[src/rtl/ptick_pkg.sv]
package ptick_pkg;

  localparam int TMR_W      = 8;
  localparam int SEL_W      = 3;
  localparam int BASE_SHIFT = 3;
  localparam int BUS_AW     = 8;

  typedef enum logic [1:0] {
    SEL_NONE,
    SEL_COUNT,
    SEL_CTRL,
    SEL_MODE
  } reg_sel_e;

endpackage

[src/rtl/ptick_presc.sv]
module ptick_presc #(
  parameter int MODE_W    = 3,
  parameter int MIN_SHIFT = 3
) (
  input  logic              clk,
  input  logic              rst_n,
  input  logic              run,
  input  logic [MODE_W-1:0] mode,
  output logic              tick
);

  localparam int NMODES = 1 << MODE_W;
  localparam int PS_W   = MIN_SHIFT + NMODES - 1;

  logic [PS_W-1:0] ps_q, ps_d, mask;
  logic            ps_en;

  // Low-order bits that must all be set for a terminal count
  always_comb begin
    for (int i = 0; i < PS_W; i++) begin
      mask[i] = (i < (MIN_SHIFT + int'(mode)));
    end
  end

  always_comb begin
    tick  = run && ((ps_q & mask) == mask);
    ps_d  = run ? (ps_q + 1'b1) : '0;
    ps_en = run || (ps_q != '0);
  end

  always_ff @(posedge clk or negedge rst_n) begin
    if (!rst_n)     ps_q <= '0;
    else if (ps_en) ps_q <= ps_d;
  end

  AST_PS_IDLE_CLEAR: assert property (@(posedge clk) disable iff (!rst_n)
    !run |=> (ps_q == '0));

endmodule

[src/rtl/ptick_count.sv]
module ptick_count #(
  parameter int W = 8
) (
  input  logic         clk,
  input  logic         rst_n,
  input  logic         load,
  input  logic [W-1:0] load_val,
  input  logic         tick,
  output logic [W-1:0] cnt,
  output logic         ovf
);

  localparam logic [W-1:0] TOP_M1 = {{(W-1){1'b1}}, 1'b0};

  logic [W-1:0] cnt_q, cnt_d;
  logic         cnt_en, ovf_q, ovf_d;

  always_comb begin
    cnt_en = load || tick;
    cnt_d  = load ? load_val : (cnt_q + 1'b1);
    ovf_d  = tick && !load && (cnt_q == TOP_M1);
  end

  always_ff @(posedge clk or negedge rst_n) begin
    if (!rst_n) begin
      cnt_q <= '0;
      ovf_q <= 1'b0;
    end else begin
      if (cnt_en) cnt_q <= cnt_d;
      ovf_q <= ovf_d;
    end
  end

  assign cnt = cnt_q;
  assign ovf = ovf_q;

  AST_LOAD_WINS: assert property (@(posedge clk) disable iff (!rst_n)
    load |=> (cnt_q == $past(load_val)));
  AST_STEP_ONE: assert property (@(posedge clk) disable iff (!rst_n)
    (tick && !load) |=> (cnt_q == W'($past(cnt_q) + 1'b1)));
  AST_IDLE_HOLD: assert property (@(posedge clk) disable iff (!rst_n)
    (!tick && !load) |=> $stable(cnt_q));
  AST_OVF_AT_TOP: assert property (@(posedge clk) disable iff (!rst_n)
    ovf_q |-> (cnt_q == '1));
  AST_OVF_SINGLE: assert property (@(posedge clk) disable iff (!rst_n)
    ovf_q |=> !ovf_q);
  AST_WRAP_QUIET: assert property (@(posedge clk) disable iff (!rst_n)
    ((cnt_q == '1) && tick && !load) |=> ((cnt_q == '0) && !ovf_q));

endmodule

[src/rtl/ptick_regs.sv]
module ptick_regs
  import ptick_pkg::*;
#(
  parameter int              ADDR_W  = 8,
  parameter int              DATA_W  = 8,
  parameter int              MODE_W  = 3,
  parameter logic [ADDR_W-1:0] A_COUNT = 8'h06,
  parameter logic [ADDR_W-1:0] A_CTRL  = 8'h07,
  parameter logic [ADDR_W-1:0] A_MODE  = 8'h08
) (
  input  logic              clk,
  input  logic              rst_n,
  input  logic              wr,
  input  logic [ADDR_W-1:0] addr,
  input  logic [DATA_W-1:0] wdata,
  input  logic [DATA_W-1:0] cnt_val,
  output logic [DATA_W-1:0] rdata,
  output logic              halt,
  output logic [MODE_W-1:0] mode,
  output logic              load,
  output logic [DATA_W-1:0] load_val
);

  reg_sel_e          sel;
  logic              halt_q, halt_d, halt_en;
  logic [MODE_W-1:0] mode_q, mode_d;
  logic              mode_en;

  always_comb begin
    if      (addr == A_COUNT) sel = SEL_COUNT;
    else if (addr == A_CTRL)  sel = SEL_CTRL;
    else if (addr == A_MODE)  sel = SEL_MODE;
    else                      sel = SEL_NONE;
  end

  always_comb begin
    halt_en = wr && (sel == SEL_CTRL);
    halt_d  = wdata[0];
    mode_en = wr && (sel == SEL_MODE);
    mode_d  = wdata[MODE_W-1:0];
    load    = wr && (sel == SEL_COUNT);
  end

  always_ff @(posedge clk or negedge rst_n) begin
    if (!rst_n) begin
      halt_q <= 1'b1;
      mode_q <= '0;
    end else begin
      if (halt_en) halt_q <= halt_d;
      if (mode_en) mode_q <= mode_d;
    end
  end

  always_comb begin
    rdata = '0;
    case (sel)
      SEL_COUNT: rdata = cnt_val;
      SEL_CTRL:  rdata[0] = halt_q;
      SEL_MODE:  rdata[MODE_W-1:0] = mode_q;
      default:   rdata = '0;
    endcase
  end

  assign halt     = halt_q;
  assign mode     = mode_q;
  assign load_val = wdata;

  AST_FOREIGN_WRITE: assert property (@(posedge clk) disable iff (!rst_n)
    (wr && (sel == SEL_NONE)) |=> ($stable(halt_q) && $stable(mode_q)));
  AST_CTRL_FOLLOWS: assert property (@(posedge clk) disable iff (!rst_n)
    (wr && (sel == SEL_CTRL)) |=> (halt_q == $past(wdata[0])));

endmodule

[src/rtl/ptick_timer.sv]
module ptick_timer
  import ptick_pkg::*;
#(
  parameter int                CNT_W     = TMR_W,
  parameter int                MODE_W    = SEL_W,
  parameter int                MIN_SHIFT = BASE_SHIFT,
  parameter int                ADDR_W    = BUS_AW,
  parameter logic [ADDR_W-1:0] A_COUNT   = 8'h06,
  parameter logic [ADDR_W-1:0] A_CTRL    = 8'h07,
  parameter logic [ADDR_W-1:0] A_MODE    = 8'h08
) (
  input  logic              clk,
  input  logic              rst_n,
  input  logic              reg_wr,
  input  logic [ADDR_W-1:0] reg_addr,
  input  logic [CNT_W-1:0]  reg_wdata,
  output logic [CNT_W-1:0]  reg_rdata,
  output logic              ovf_pulse
);

  logic [1:0]        rs_q;
  logic              rst_n_s;
  logic              halt, load, tick;
  logic [MODE_W-1:0] mode;
  logic [CNT_W-1:0]  load_val, cnt;

  // Reset asserts at once and is released two edges later
  always_ff @(posedge clk or negedge rst_n) begin
    if (!rst_n) rs_q <= '0;
    else        rs_q <= {rs_q[0], 1'b1};
  end
  assign rst_n_s = rs_q[1];

  ptick_regs #(
    .ADDR_W (ADDR_W), .DATA_W (CNT_W), .MODE_W (MODE_W),
    .A_COUNT(A_COUNT), .A_CTRL(A_CTRL), .A_MODE(A_MODE)
  ) u_regs (
    .clk     (clk),
    .rst_n   (rst_n_s),
    .wr      (reg_wr),
    .addr    (reg_addr),
    .wdata   (reg_wdata),
    .cnt_val (cnt),
    .rdata   (reg_rdata),
    .halt    (halt),
    .mode    (mode),
    .load    (load),
    .load_val(load_val)
  );

  ptick_presc #(.MODE_W(MODE_W), .MIN_SHIFT(MIN_SHIFT)) u_presc (
    .clk  (clk),
    .rst_n(rst_n_s),
    .run  (!halt),
    .mode (mode),
    .tick (tick)
  );

  ptick_count #(.W(CNT_W)) u_count (
    .clk     (clk),
    .rst_n   (rst_n_s),
    .load    (load),
    .load_val(load_val),
    .tick    (tick),
    .cnt     (cnt),
    .ovf     (ovf_pulse)
  );

  AST_STOPPED_FROZEN: assert property (@(posedge clk) disable iff (!rst_n_s)
    (halt && !load) |=> $stable(cnt));

endmodule

[config.mk]
export PLATFORM = sky130hd
export DESIGN_NAME = ptick_timer
export DESIGN_NICKNAME = d
export VERILOG_FILES = /design/src/rtl/ptick_pkg.sv /design/src/rtl/ptick_presc.sv /design/src/rtl/ptick_count.sv /design/src/rtl/ptick_regs.sv /design/src/rtl/ptick_timer.sv
export SDC_FILE = /design/constraint.sdc
export NUM_CORES = 1
export LEC_CHECK = 0
export BUFFER_PORTS_ARGS = -buffer_cell sky130_fd_sc_hd__buf_2
export CORE_MARGIN = 2
export CORE_UTILIZATION = 36
export DETAILED_ROUTE_END_ITERATION = 8
export SKIP_CTS_REPAIR_TIMING = 1
export SLEW_MARGIN = 20
export SYNTH_ARGS = -nofsm -noshare
export SYNTH_HDL_FRONTEND = slang
export SYNTH_SLANG_ARGS = --single-unit
[constraint.sdc]
create_clock -name clk -period 1.8 [get_ports clk]
set_clock_uncertainty 0.05 [all_clocks]
set_input_delay 0.09 -clock clk [delete_from_list [all_inputs] [get_ports clk]]
set_output_delay 0.09 -clock clk [all_outputs]
set_load 0.03 [all_outputs]
==> results <==
- Input and output buffers added on the ports amount to 27.
- The register-to-register setup slack is -0.15 ns.
- Across the run, the number of max-cap violations was 0.
- For this run, the number of Yosys warnings is 0.
- The die is between 60 and 70 um wide.
- The tree is rooted in a sky130_fd_sc_hd__clkbuf_8.
- The number of optimization iterations in the first detailed-route pass is 4.
- The CTS buffer count is 3.
- After filler insertion, the fill cell instance count of the layout stands at approximately 370.
- At the pin with the least slew margin, the transition time is between 0.5 and 0.6 ns.
- Pin placement for this block handled 28 I/O pins.
- The area growth from synthesis to layout is 38.01%.
- The capturing element type of the critical path is a flip-flop.
- The final routed wire length divided by cell count is around 13 um.
- The total overflow reported by the global router is 0.
- The kind of cell adding the most delay to the critical path is simple AND/OR/NAND/NOR gates.
- The buffer and inverter count on the worst path is 2.
- The number of nets handed over by synthesis was roughly 180.
- The number of clock sinks is 25.
- The antenna diode count is 0.
- The run finished, with violations left.
- The critical setup path kind is flip-flop to flip-flop.
- The capture instance of the worst register-to-register path is u_count.cnt[1].
- The final route contains approximately 1300 vias.
- The level count of the clock H-tree is 1.
- The largest single stage delay on the critical path is about 0.39 ns.
- The clock passes through at most 2 buffers.
- The clock-pin slew on the worst setup and hold paths is roughly 0.090 ns.
- The sink of the worst hold path is u_count.cnt[2].
- After the last flow step, the layout net total stands at about 240.
- The overall track demand over capacity in global routing is 14.63%.
- For the finished layout, the period the worst path requires is 1.952 ns.
- The total count of max-transition violations in the final report was 0.
- The number of enable flip-flop cells after synthesis is 0.
- Data on the critical path is required at its endpoint by slightly below 2 ns.
- In the synthesized netlist the dominant register cell turns out to be sky130_fd_sc_hd__dfrtp_1.
- The cell depth of the worst min-delay path is 3.
- The number of setup violations in the final report is 7.
- The die covers about 4800 um2.
- The cell count after synthesis came out at approximately 160.
- The area used by sequential logic in the layout is between 600 and 700 um2.
- The cell area that synthesis handed to floorplanning was about 1500 um2.
- The worst-case IR drop observed on VDD is between 0.6 and 0.7 mV.
- The post-layout worst setup margin is -0.1524 ns.
- The largest area contributor in the netlist is sky130_fd_sc_hd__dfrtp_1.
- The first routing iteration left 24 violations.
- The placement row count is 23.
- Ranked by instance count, the synthesized netlist is headed by 24 x sky130_fd_sc_hd__dfrtp_1, 16 x sky130_fd_sc_hd__nand2_1, 12 x sky130_fd_sc_hd__xor2_1, 10 x sky130_fd_sc_hd__nor2_1.
- The most numerous cell type found on the critical path is sky130_fd_sc_hd__buf_4.
- In this run the static leakage power is around 1 nW.
- The worst setup path is launched from a flip-flop.
- The placed wire-length estimate after detailed placement is 2.656 mm.
- The relative slew slack is between 60 and 70%.
- The fraction of synthesized cell area taken by the top area cell type is around two fifths.
- Wires add up to roughly 3.5 mm.
- The worst hold path begins at reg_wdata[2].
- The fmax is slightly above 500 MHz.
- Setup repair after global routing could not meet its margin everywhere.
- The number of nets still failing antenna checks after routing is 0.
- The congestion estimate from routability-driven global placement came to 0.8522.
- In this run the critical register-to-register path is launched from u_regs.mode[0].
- The DRC violations left is 0.
- The clock tree from TritonCTS is yes.
- Synthesis inferred 25 register bits.
- For the worst-skew pair, the clock arrives at the later sink with an insertion delay of roughly 0.28 ns.
- The signal arrival time at the worst endpoint is approximately 2.1 ns.
- The part of the Yosys area used for sequential elements is 40.60%.
- The critical path goes through buf_4, ha_2, nor2b_2, o22ai_2, a21oi_2, o21ai_1, buf_4, or3_4, nand3_2.
- The worst hold-check path type is primary input to flip-flop.
- For this configuration, the core starts out at a cell density of about two fifths.
- In the routed layout, each cell is associated on average with a via count of ~5.
- The library cell contributing the largest single delay on the critical path is sky130_fd_sc_hd__dfrtp_1.
- The checks that failed: hold timing, setup timing.
- The power per unit of standard cell area is between 900 and 1000 nW/um2.
- The path depth of the worst reg2reg path is 9.
- Across all hold checks on the routed design, the worst slack comes to -0.002375 ns.
- By instance count, the leading cell after synthesis is sky130_fd_sc_hd__dfrtp_1.
- The maximum fanout count along the critical path is 4.
- The final worst-path cycle share is 108.5%.
- Summing internal, switching and leakage power gives ~2.1 mW.
- The number of failing hold endpoints at the final stage is 1.
- The number of distinct library cells after synthesis is 42.
- The initial antenna violation count is 0.
- Of all flip-flops after synthesis, the portion carrying an async set or reset was 100.0%.
- The first global-routing pass estimated roughly 5.8 mm of wire.
- The floorplan step set the die height to ~69 um.
- The multi-input combinational cells in the finished layout cover a total of approximately 960 um2.
- The largest net degree at the start of global routing is 17.
- Yosys attributes the largest share of cell area to sky130_fd_sc_hd__dfrtp_1 39%, sky130_fd_sc_hd__xor2_1 6.8%, sky130_fd_sc_hd__ha_1 6.5%.
- The core region area is slightly above 4000 um2.
- The via count of the first global-routing pass is ~1300.
- The fraction of layout instances using a drive strength above 1 is roughly 42%.
- The mean area per synthesized cell is 9.961 um2.
-- worst max path at each step --
stage / start / end / slack (ns) / cells past startpoint
final: u_regs.mode[0] / u_count.cnt[1] / -0.15 / 9
after global routing: u_regs.mode[0] / u_count.cnt[7] / -0.27 / 8
after CTS: u_regs.mode[0] / u_count.cnt[1] / -0.20 / 9
after detailed placement: u_regs.mode[0] / u_count.cnt[1] / -0.18 / 9
after global placement: u_regs.mode[0] / u_count.cnt[6] / -0.15 / 8
after floorplan: u_regs.mode[0] / u_count.cnt[1] / -0.14 / 7
-- cell usage in the layout (no fill, tap or decap), types with 5 or more instances in the layout --
cell / count
sky130_fd_sc_hd__nand4_1: 5
sky130_fd_sc_hd__dfrtp_1: 24
sky130_fd_sc_hd__nand2_1: 16
sky130_fd_sc_hd__xor2_1: 11
sky130_fd_sc_hd__dlygate4sd3_1: 6
sky130_fd_sc_hd__nor2_1: 10
sky130_fd_sc_hd__o21ai_2: 6
sky130_fd_sc_hd__nand3_1: 8
sky130_fd_sc_hd__ha_1: 5
sky130_fd_sc_hd__buf_2: 27
sky130_fd_sc_hd__and2_1: 8
sky130_fd_sc_hd__inv_1: 5
sky130_fd_sc_hd__buf_4: 23
-- registers in the layout (all words and copies together) (netlist names) --
signal / cells
u_presc.ps_q: 10
rs_q: 2
u_count.cnt: 8
u_regs.mode: 3
u_regs.halt: 1
u_count.ovf: 1
-- area by class of cell --
cell class | count | area share (%)
multi-input cells | 119 | 45.21
repair buffers | 59 | 18.85
clock buffers | 3 | 1.938
clock inverters | 1 | 0.4110
inverters | 7 | 1.233
flip-flops and latches | 25 | 29.42
well taps | 50 | 2.936
-- worst reg2reg max path, cell delays in order (launching register included) --
cell	delay, ns
sky130_fd_sc_hd__dfrtp_1	0.39
sky130_fd_sc_hd__buf_4	0.14
sky130_fd_sc_hd__ha_2	0.19
sky130_fd_sc_hd__nor2b_2	0.16
sky130_fd_sc_hd__o22ai_2	0.09
sky130_fd_sc_hd__a21oi_2	0.20
sky130_fd_sc_hd__o21ai_1	0.09
sky130_fd_sc_hd__buf_4	0.16
sky130_fd_sc_hd__or3_4	0.36
sky130_fd_sc_hd__nand3_2	0.07
-- kinds of logic (layout without fill, tap and decap cells) --
group                    count (synthesis)  in the layout  synth area share, %
XOR/XNOR                                14             14                7.942
flip-flops                              25             25                40.60
AND/OR/NAND/NOR                         68             68                25.12
multiplexers                             5              5                3.565
other                                    1              1               0.2429
buffers and inverters                   11             70                4.133
adder cells (fa/ha/maj)                  8              8                6.483
AO/OA/AOI/OAI                           23             23                11.91
-- report_power, final --
part	switching [mW]	leakage, nW	internal, mW
clock	0.195	0.0261	0.163
combinational	0.434	0.653	0.483
sequential	0.138	0.316	0.700
total	0.767	0.995	1.35
-- through the flow --
| stage | setup TNS [ns] | setup WS, ns | cells | cell area [um2] | util (%) |
|---|---|---|---|---|---|
| after floorplan | -0.5033 | -0.1384 | 155 | 1548 | - |
| final | -0.6660 | -0.1524 | 264 | 2131 | 52.51 |
| after global routing | -1.606 | -0.2694 | 264 | 2131 | 52.51 |
| after detailed placement | -1.063 | -0.1820 | 251 | 1881 | 46.35 |
| after CTS | -1.176 | -0.1973 | 255 | 1931 | 47.58 |
| after global placement | -0.8118 | -0.1505 | 251 | 1881 | 46.35 |
-- layer usage --
layer  track usage, %  part of all wire [%]
met4            3.704                  0.88
met2            24.25                    47
met5                0                     0
met1            18.81                    47
met3            4.070                   5.3
No activity file was read; power rests on OpenSTA's default activity.
